--- config.mk ---
export PLATFORM = sky130hd
export DESIGN_NAME = usb_port_stsctl
export DESIGN_NICKNAME = d
export VERILOG_FILES = /design/src/rtl/usb_port_pkg.sv /design/src/rtl/usb_line_sync.sv /design/src/rtl/usb_attach_det.sv /design/src/rtl/usb_port_ctl.sv /design/src/rtl/usb_port_stsctl.sv
export SDC_FILE = /design/constraint.sdc
export NUM_CORES = 1
export LEC_CHECK = 0
export ABC_AREA = 0
export ABC_CLOCK_PERIOD_IN_PS = 1700
export CAP_MARGIN = 20
export CELL_PAD_IN_SITES_DETAIL_PLACEMENT = 1
export CELL_PAD_IN_SITES_GLOBAL_PLACEMENT = 2
export CORE_AREA = 2 2 84 86
export CTS_CLUSTER_SIZE = 16
export DETAILED_ROUTE_END_ITERATION = 12
export DIE_AREA = 0 0 86 88
export PLACE_DENSITY_LB_ADDON = 0.15
export SYNTH_ARGS = -nofsm -noshare
export SYNTH_HDL_FRONTEND = slang
export SYNTH_HIERARCHICAL = 1
export SYNTH_SLANG_ARGS = --single-unit
--- constraint.sdc ---
create_clock -name clk -period 1.7 [get_ports clk]
set_clock_uncertainty 0.1 [all_clocks]
set_input_delay 0.255 -clock clk [delete_from_list [all_inputs] [get_ports clk]]
set_output_delay 0.255 -clock clk [all_outputs]
set_load 0.05 [all_outputs]
--- src/rtl/usb_port_pkg.sv ---
package usb_port_pkg;
  localparam int WORD_W    = 32;
  localparam int BIT_TEST  = 16;
  localparam int BIT_LS_HI = 11;
  localparam int BIT_LS_LO = 10;
  localparam int BIT_PRST  = 8;
  localparam int BIT_SUSP  = 7;
  localparam int BIT_EN    = 2;
  localparam int BIT_CONN  = 0;

  typedef enum logic [1:0] {
    LS_SE0   = 2'b00,
    LS_K     = 2'b01,
    LS_J     = 2'b10,
    LS_UNDEF = 2'b11
  } line_state_e;

  typedef struct packed {
    logic test_en;
    logic prst;
    logic susp;
    logic conn;
  } port_state_t;

  function automatic line_state_e decode_line(input logic dp, input logic dm);
    case ({dp, dm})
      2'b10:   return LS_J;
      2'b01:   return LS_K;
      2'b00:   return LS_SE0;
      default: return LS_UNDEF;
    endcase
  endfunction
endpackage

--- src/rtl/usb_line_sync.sv ---
module usb_line_sync
  import usb_port_pkg::*;
#(
  parameter int STAGES = 2
) (
  input  logic        clk,
  input  logic        rst,
  input  logic        dp_in,
  input  logic        dm_in,
  output line_state_e state_o
);
  logic [STAGES-1:0] dp_sh;
  logic [STAGES-1:0] dm_sh;

  genvar g;
  generate
    for (g = 0; g < STAGES; g++) begin : g_stage
      if (g == 0) begin : g_first
        always_ff @(posedge clk) begin
          if (rst) begin
            dp_sh[0] <= 1'b0;
            dm_sh[0] <= 1'b0;
          end else begin
            dp_sh[0] <= dp_in;
            dm_sh[0] <= dm_in;
          end
        end
      end else begin : g_next
        always_ff @(posedge clk) begin
          if (rst) begin
            dp_sh[g] <= 1'b0;
            dm_sh[g] <= 1'b0;
          end else begin
            dp_sh[g] <= dp_sh[g-1];
            dm_sh[g] <= dm_sh[g-1];
          end
        end
      end
    end
  endgenerate

  always_comb state_o = decode_line(dp_sh[STAGES-1], dm_sh[STAGES-1]);
endmodule

--- src/rtl/usb_attach_det.sv ---
module usb_attach_det (
  input  logic clk,
  input  logic rst,
  input  logic attach_in,
  output logic conn_o,
  output logic chg_o
);
  logic att_q;

  always_ff @(posedge clk) begin
    if (rst) begin
      att_q  <= 1'b0;
      conn_o <= 1'b0;
      chg_o  <= 1'b0;
    end else begin
      att_q  <= attach_in;
      conn_o <= attach_in;
      chg_o  <= attach_in & ~att_q;
    end
  end
endmodule

--- src/rtl/usb_port_ctl.sv ---
module usb_port_ctl
  import usb_port_pkg::*;
(
  input  logic        clk,
  input  logic        rst,
  input  logic        wr_hit,
  input  logic        wr_test,
  input  logic        wr_prst,
  input  logic        wr_susp,
  input  logic        run_stop,
  output logic        test_en_o,
  output logic        prst_o,
  output logic        susp_o
);
  logic prst_nxt;

  always_comb begin
    prst_nxt = prst_o;
    if (wr_hit) begin
      if (!wr_prst)
        prst_nxt = 1'b0;
      else if (!run_stop)
        prst_nxt = 1'b1;
    end
  end

  always_ff @(posedge clk) begin
    if (rst) begin
      test_en_o <= 1'b0;
      prst_o    <= 1'b0;
      susp_o    <= 1'b0;
    end else if (wr_hit) begin
      test_en_o <= wr_test;
      prst_o    <= prst_nxt;
      susp_o    <= wr_susp & ~prst_nxt;
    end
  end
endmodule

--- src/rtl/usb_port_stsctl.sv ---
module usb_port_stsctl
  import usb_port_pkg::*;
#(
  parameter int          ADDR_W      = 8,
  parameter logic [7:0]  REG_OFFSET  = 8'h30,
  parameter int          SYNC_STAGES = 2
) (
  input  logic              clk,
  input  logic              por_rst,
  input  logic              hc_rst,
  input  logic              reg_wr,
  input  logic              reg_rd,
  input  logic [ADDR_W-1:0] reg_addr,
  input  logic [31:0]       reg_wdata,
  output logic [31:0]       reg_rdata,
  input  logic              line_dp,
  input  logic              line_dm,
  input  logic              dev_attach,
  input  logic              run_stop,
  output logic              drv_bus_reset,
  output logic              drv_suspend,
  output logic              drv_hs_test,
  output logic              port_chg_irq
);
  localparam logic [ADDR_W-1:0] HIT_ADDR = ADDR_W'(REG_OFFSET);

  logic          rst;
  logic          hit;
  line_state_e   ls;
  port_state_t   st;
  logic [31:0]   word;

  always_comb rst = por_rst | hc_rst;
  always_comb hit = (reg_addr == HIT_ADDR);

  usb_line_sync #(.STAGES(SYNC_STAGES)) u_sync (
    .clk     (clk),
    .rst     (rst),
    .dp_in   (line_dp),
    .dm_in   (line_dm),
    .state_o (ls)
  );

  usb_attach_det u_att (
    .clk       (clk),
    .rst       (rst),
    .attach_in (dev_attach),
    .conn_o    (st.conn),
    .chg_o     (port_chg_irq)
  );

  usb_port_ctl u_ctl (
    .clk       (clk),
    .rst       (rst),
    .wr_hit    (reg_wr & hit),
    .wr_test   (reg_wdata[BIT_TEST]),
    .wr_prst   (reg_wdata[BIT_PRST]),
    .wr_susp   (reg_wdata[BIT_SUSP]),
    .run_stop  (run_stop),
    .test_en_o (st.test_en),
    .prst_o    (st.prst),
    .susp_o    (st.susp)
  );

  always_comb begin
    word                       = '0;
    word[BIT_TEST]             = st.test_en;
    word[BIT_LS_HI:BIT_LS_LO]  = ls;
    word[BIT_PRST]             = st.prst;
    word[BIT_SUSP]             = st.susp;
    word[BIT_EN]               = st.test_en;
    word[BIT_CONN]             = st.conn;
  end

  always_ff @(posedge clk) begin
    if (rst)
      reg_rdata <= '0;
    else if (reg_rd && hit)
      reg_rdata <= word;
    else
      reg_rdata <= '0;
  end

  always_comb begin
    drv_bus_reset = st.prst;
    drv_suspend   = st.susp;
    drv_hs_test   = st.test_en;
  end
endmodule

Word level (Yosys, flattened, before mapping)
Cells that the tools add are included.
W data, S select, Z words.
{ "totals": {"register_bits": 41, "inputBits": 49, "out_inout_bits": 36, "wordCells": 28} }
{ "op_classes": {"n_eq_ne": 3, "n_mux": 4, "bitwise": 7, "n_reduce_logical": 3} }
{ "ops": {"columns": ["op", "n"], "rows": [
  ["$eq A8 B6 Y1 const B", 1],
  ["$pmux W2 S3", 1],
  ["$and A1 B1 Y1", 3],
  ["$mux W1", 3],
  ["$not A1 Y1", 3],
  ["$eq A2 B1 Y1 const B", 1],
  ["$eq A2 B2 Y1 const B", 1],
  ["$logic_not A2 Y1", 1],
  ["$reduce_or A2 Y1", 1],
  ["$logic_and A1 B1 Y1", 1],
  ["$or A1 B1 Y1", 1]
]} }

Longest topological paths before layout
{ "depth": {"word_depth": 5, "mapped_depth": 5, "ltp_nobuf": 4} }

By module
Netlist, hierarchy kept.
{ "modules_own_cells": {"columns": ["module", "instances", "cells_per_inst", "area_per_inst_um2"], "rows": [
  ["usb_port_stsctl", 1, 53, 473.0],
  ["usb_port_ctl", 1, 13, 125.1],
  ["usb_line_sync", 1, 10, 112.6],
  ["usb_attach_det", 1, 4, 58.8]
]} }

Worst setup path after synthesis
Ideal clock, no wire load.
{ "synth_timing": {"path_kind": "input to register", "startpoint": "input reg_addr[7]", "endpoint": "register u_ctl.susp_o", "arrival_ns": 1.604, "required_time_ns": 1.484, "slack_ns": -0.121, "path_stages": 5, "path_buffers": 1, "path_cell_list": "or4_4 > buf_6 > nor3_1 > nor3b_1 > a41o_1"} }
{ "synth_between": {"elab_chain_cells": 5} }
{ "synth_rtl": {"columns": ["element", "line_no", "source"], "rows": [
  ["start: declaration", "usb_port_stsctl.sv:13", "input logic [ADDR_W-1:0] reg_addr,"],
  ["$eq A8 B6 Y1 *", "usb_port_stsctl.sv:34", "always_comb hit = (reg_addr == HIT_ADDR);"],
  ["$and A1 B1 Y1 *", "usb_port_stsctl.sv:55", ".wr_hit (reg_wr & hit),"],
  ["$mux W1", "usb_port_ctl.sv:19", "if (wr_hit) begin"],
  ["$not A1 Y1", "usb_port_ctl.sv:35", "susp_o <= wr_susp & ~prst_nxt;"],
  ["$and A1 B1 Y1", "usb_port_ctl.sv:35", null],
  ["end signal: assignment", "usb_port_ctl.sv:35", null],
  ["end: declaration", "usb_port_ctl.sv:13", "output logic susp_o"]
]} }
Mark *: on every way between the ends. The rest lies on a longest branch, timed or not.
A chain may end at the register's enable or synchronous reset.

Worst setup path after layout
Ends and elaborated chain as after synthesis.

==> implementation parameters <==
Parameter                              Value

Clocking
  Number of gates resized after cts ... 4
  Clock tree from TritonCTS ... built
  Master cell of the clock root buffer ... clkbuf_8
  Clock buffer count from CTS ... 3
  Total number of clock tree sinks ... 15
  Bufs on Longest Clock Path ... 2
  Cts-stage hold buffer count ... 0
  Clk_lat worst skew ... around 240 ps
  Number of H-tree levels ... 1
  Post-CTS Setup Repair Bufs ... 0
  Post-CTS clock slew at the launch and capture registers of the worst setup and hold paths ... ~60 ps

Place
  Count of buffers inserted at the top-level ports ... 30
  Number of cells after detailed placement ... approximately 190
  Dpl hpwl ... between 1000 and 1500 um
  Weighted congestion reported at the end of routability-driven placement ... 0.647

Final layout
  Multi-input logic area ... approximately 340 sq um
  Fraction of final layout cells sized beyond drive strength 1 ... a little over a quarter
  Filler-free cell count of the finished design ... approximately 190
  Net count reported at finish ... about 160
  Relative area change from synthesis to final layout ... 43.7%
  # diodes ... 0
  Utilization after layout ... roughly 17%
  Footprint of the flip-flops and latches ... around 300 sq um
  Final-layout fill cell count ... 781

Floorplan
  Die Outline Area ... between 7000 and 8000 sq um
  Initial standard-cell utilization of the core ... between 10% and 20%
  Number of placement rows ... 30
  Die Span X ... 86 um
  Core ar. ... 6640 sq um
  Die outline height ... 88 um
  IO Pins ... 85

STA
  Final count of negative-setup-slack endpoints ... 0
  Pins over their slew limit ... 0
  Portion of the clock cycle consumed by the worst path in the final layout ... approximately 96%
  Unrepaired setup endpoints after global routing ... no
  Hold violation total from the final report ... 0
  WHS ... 335 ps
  Fin crit period ... ~1600 ps
  Max Freq ... 613 MHz

Worst setup path
  Max incr delay on CP ... roughly 420 ps
  Cell with the largest stage delay on the worst path ... or4_4
  Element type at the critical path end ... flip-flop
  Origin of the critical flop-to-flop path ... u_ctl/prst_o
  First element of the critical path ... reg_addr[7]
  Required time at the worst-slack endpoint ... ~1700 ps
  Setup CP Type ... in -> reg
  Cells along the critical path ... clkdlybuf4s50_1, or4_4, nor3_2, buf_4, nor3b_2, a41o_1
  Top fanout value on the critical path ... 5
  CP Launch Type ... input port
  Slack of the worst reg-to-reg path ... around 750 ps
  Arrival time at the worst endpoint ... 1670 ps

Global route
  Pin count of the biggest net entering global routing ... 17
  GR Util All Layers ... about 4.3%
  Overflow left after global routing ... 0
  Initial antenna violation count ... 0
  Vias in the first global route ... about 550
  First-pass GRT wire length ... ~2500 um

Detailed routing
  First-iteration detailed-routing DRC count ... 14
  Drt pass-1 iters ... 7
  Final antenna-violating net count ... 0
  Final wirelength ... around 1700 um
  Wirelength per Cell ... 8.91 um
  Number of vias in the routed layout ... between 500 and 600
  Number of vias per cell after detailed routing ... between 2 and 3
  DR DRC count ... 1

Yosys
  Post-synth EDFFs ... 0
  Cell type with the largest total area after synthesis ... dfxtp_1
  Proportion of netlist area held by the largest area contributor ... between 30% and 40%
  Post-synthesis area per instance ... between 9 and 10 sq um
  Primary flip-flop cell chosen by synthesis mapping ... dfxtp_1
  Dominant cell by count in the synthesized netlist ... buf_4
  Leading cell types by count after synthesis ... buf_4, dfxtp_1, nand2_1, nor2b_1, nor4_2
  Seq/Total Area, Yosys ... 39.0%
  Leading post-synthesis cells by cell area ... dfxtp_1, buf_4, nor4_2
  Synth Warn # ... 6
  FFs w/ async S/R, synth ... 0%
  Gate count after technology mapping ... 80
  Count of different cell masters after synthesis ... 21
  Number of flip-flops and latches in the synthesized netlist ... 15
  Combined area of all synthesized cells ... 769 sq um

Worst hold path
  Worst hold start ... u_sync/dp_sh[0]
  Class of the worst hold path ... reg -> reg

Flow run
  Max-cap viol count ... 0

Power and ir drop
  Total leakage power ... approximately 0.45 nW
  Power per Cell Area ... ~750 nW/um^2
  Worst vdd ir ... around 0.12 mV

Status
  Violations in the final reports ... DRC
  Outcome ... finished with violations
[where the power goes]
part	internal, mW	total (mW)	switching [mW]	leakage [nW]
registers	0.356	0.358	0.00131	0.121
logic	0.0499	0.199	0.149	0.303
clock network	0.162	0.276	0.114	0.0255
[metal layers]
| layer | up-vias | routed length, um | global-route usage (%) |
|---|---|---|---|
| met5 | - | 0 | 0 |
| met4 | 0 | 0 | 2.16 |
| met3 | 0 | 165 | 1.79 |
| met2 | 29 | 845 | 7.40 |
| met1 | 251 | 691 | 4.62 |
| li1 | 267 | - | - |
[cells in the final DEF, fill, tap and decap left out]
master	count
a21oi_1	1
a41o_1	1
buf_12	1
buf_4	14
clkbuf_8	3
clkdlybuf4s50_1	16
clkinv_2	1
conb_1	25
dfxtp_1	15
dlygate4sd2_1	3
inv_1	3
mux2i_1	1
nand2_1	6
nand4bb_1	1
nor2_1	1
nor2b_1	6
nor3_2	2
nor3b_2	2
nor4_2	6
o21ai_0	1
or2_1	1
or4_4	1
[through the flow]
| step | worst slack (ps) | area [sq um] | total power, mW | setup TNS (ps) |
|---|---|---|---|---|
| 2_1_floorplan | 5.51 | 865 | 0.554 | 0 |
| 3_5_place_dp | -298 | 1060 | 0.566 | -1640 |
| 3_3_place_gp | -274 | 1060 | 0.566 | -1390 |
| 5_1_grt | 26.5 | 1110 | 0.879 | 0 |
| 4_1_cts | 54.3 | 1110 | 0.851 | 0 |
| 6_report | 68.1 | 1110 | 0.832 | 0 |
[logic make-up (layout without fill, tap and decap cells)]
group / Yosys count / after routing / synth area share (%)
other: 1 / 25 / 0.487
multiplexers: 1 / 1 / 1.30
flip-flops: 15 / 15 / 39.0
buffers and inverters: 34 / 41 / 30.2
AO/OA/AOI/OAI: 3 / 3 / 2.60
AND/OR/NAND/NOR: 26 / 26 / 26.3
[critical path, delay by kind of cell]
kind	cells	cell delay (ps)
compound gates	1	190
buf+inv	2	570
simple gates	3	650
[registers in the layout, summed over array words and instances, names as in the netlist]
| signal | count |
|---|---|
| reg_rdata | 6 |
| u_sync/dp_sh | 2 |
| u_ctl/test_en_o | 1 |
| u_att/chg_o | 1 |
| u_sync/dm_sh | 2 |
| u_ctl/prst_o | 1 |
| u_ctl/susp_o | 1 |
| u_att/att_q | 1 |
[layout make-up]
| class | instances | area share [%] |
|---|---|---|
| multi-input combinational | 55 | 30.4 |
| timing repair buffer | 34 | 28.2 |
| sequential | 15 | 27.1 |
| tap | 80 | 9.05 |
| clock buffer | 3 | 3.73 |
| inverter | 3 | 1.02 |
| clock inverter | 1 | 0.452 |
[final timing paths]
check / to / cells after the start
setup / recovery: u_ctl/susp_o / 6
hold / removal: u_sync/dp_sh[1] / 1
setup reg to reg: u_ctl/susp_o / 2
hold reg to reg: u_sync/dp_sh[1] / 1
No activity file was read; power rests on OpenSTA's default activity.
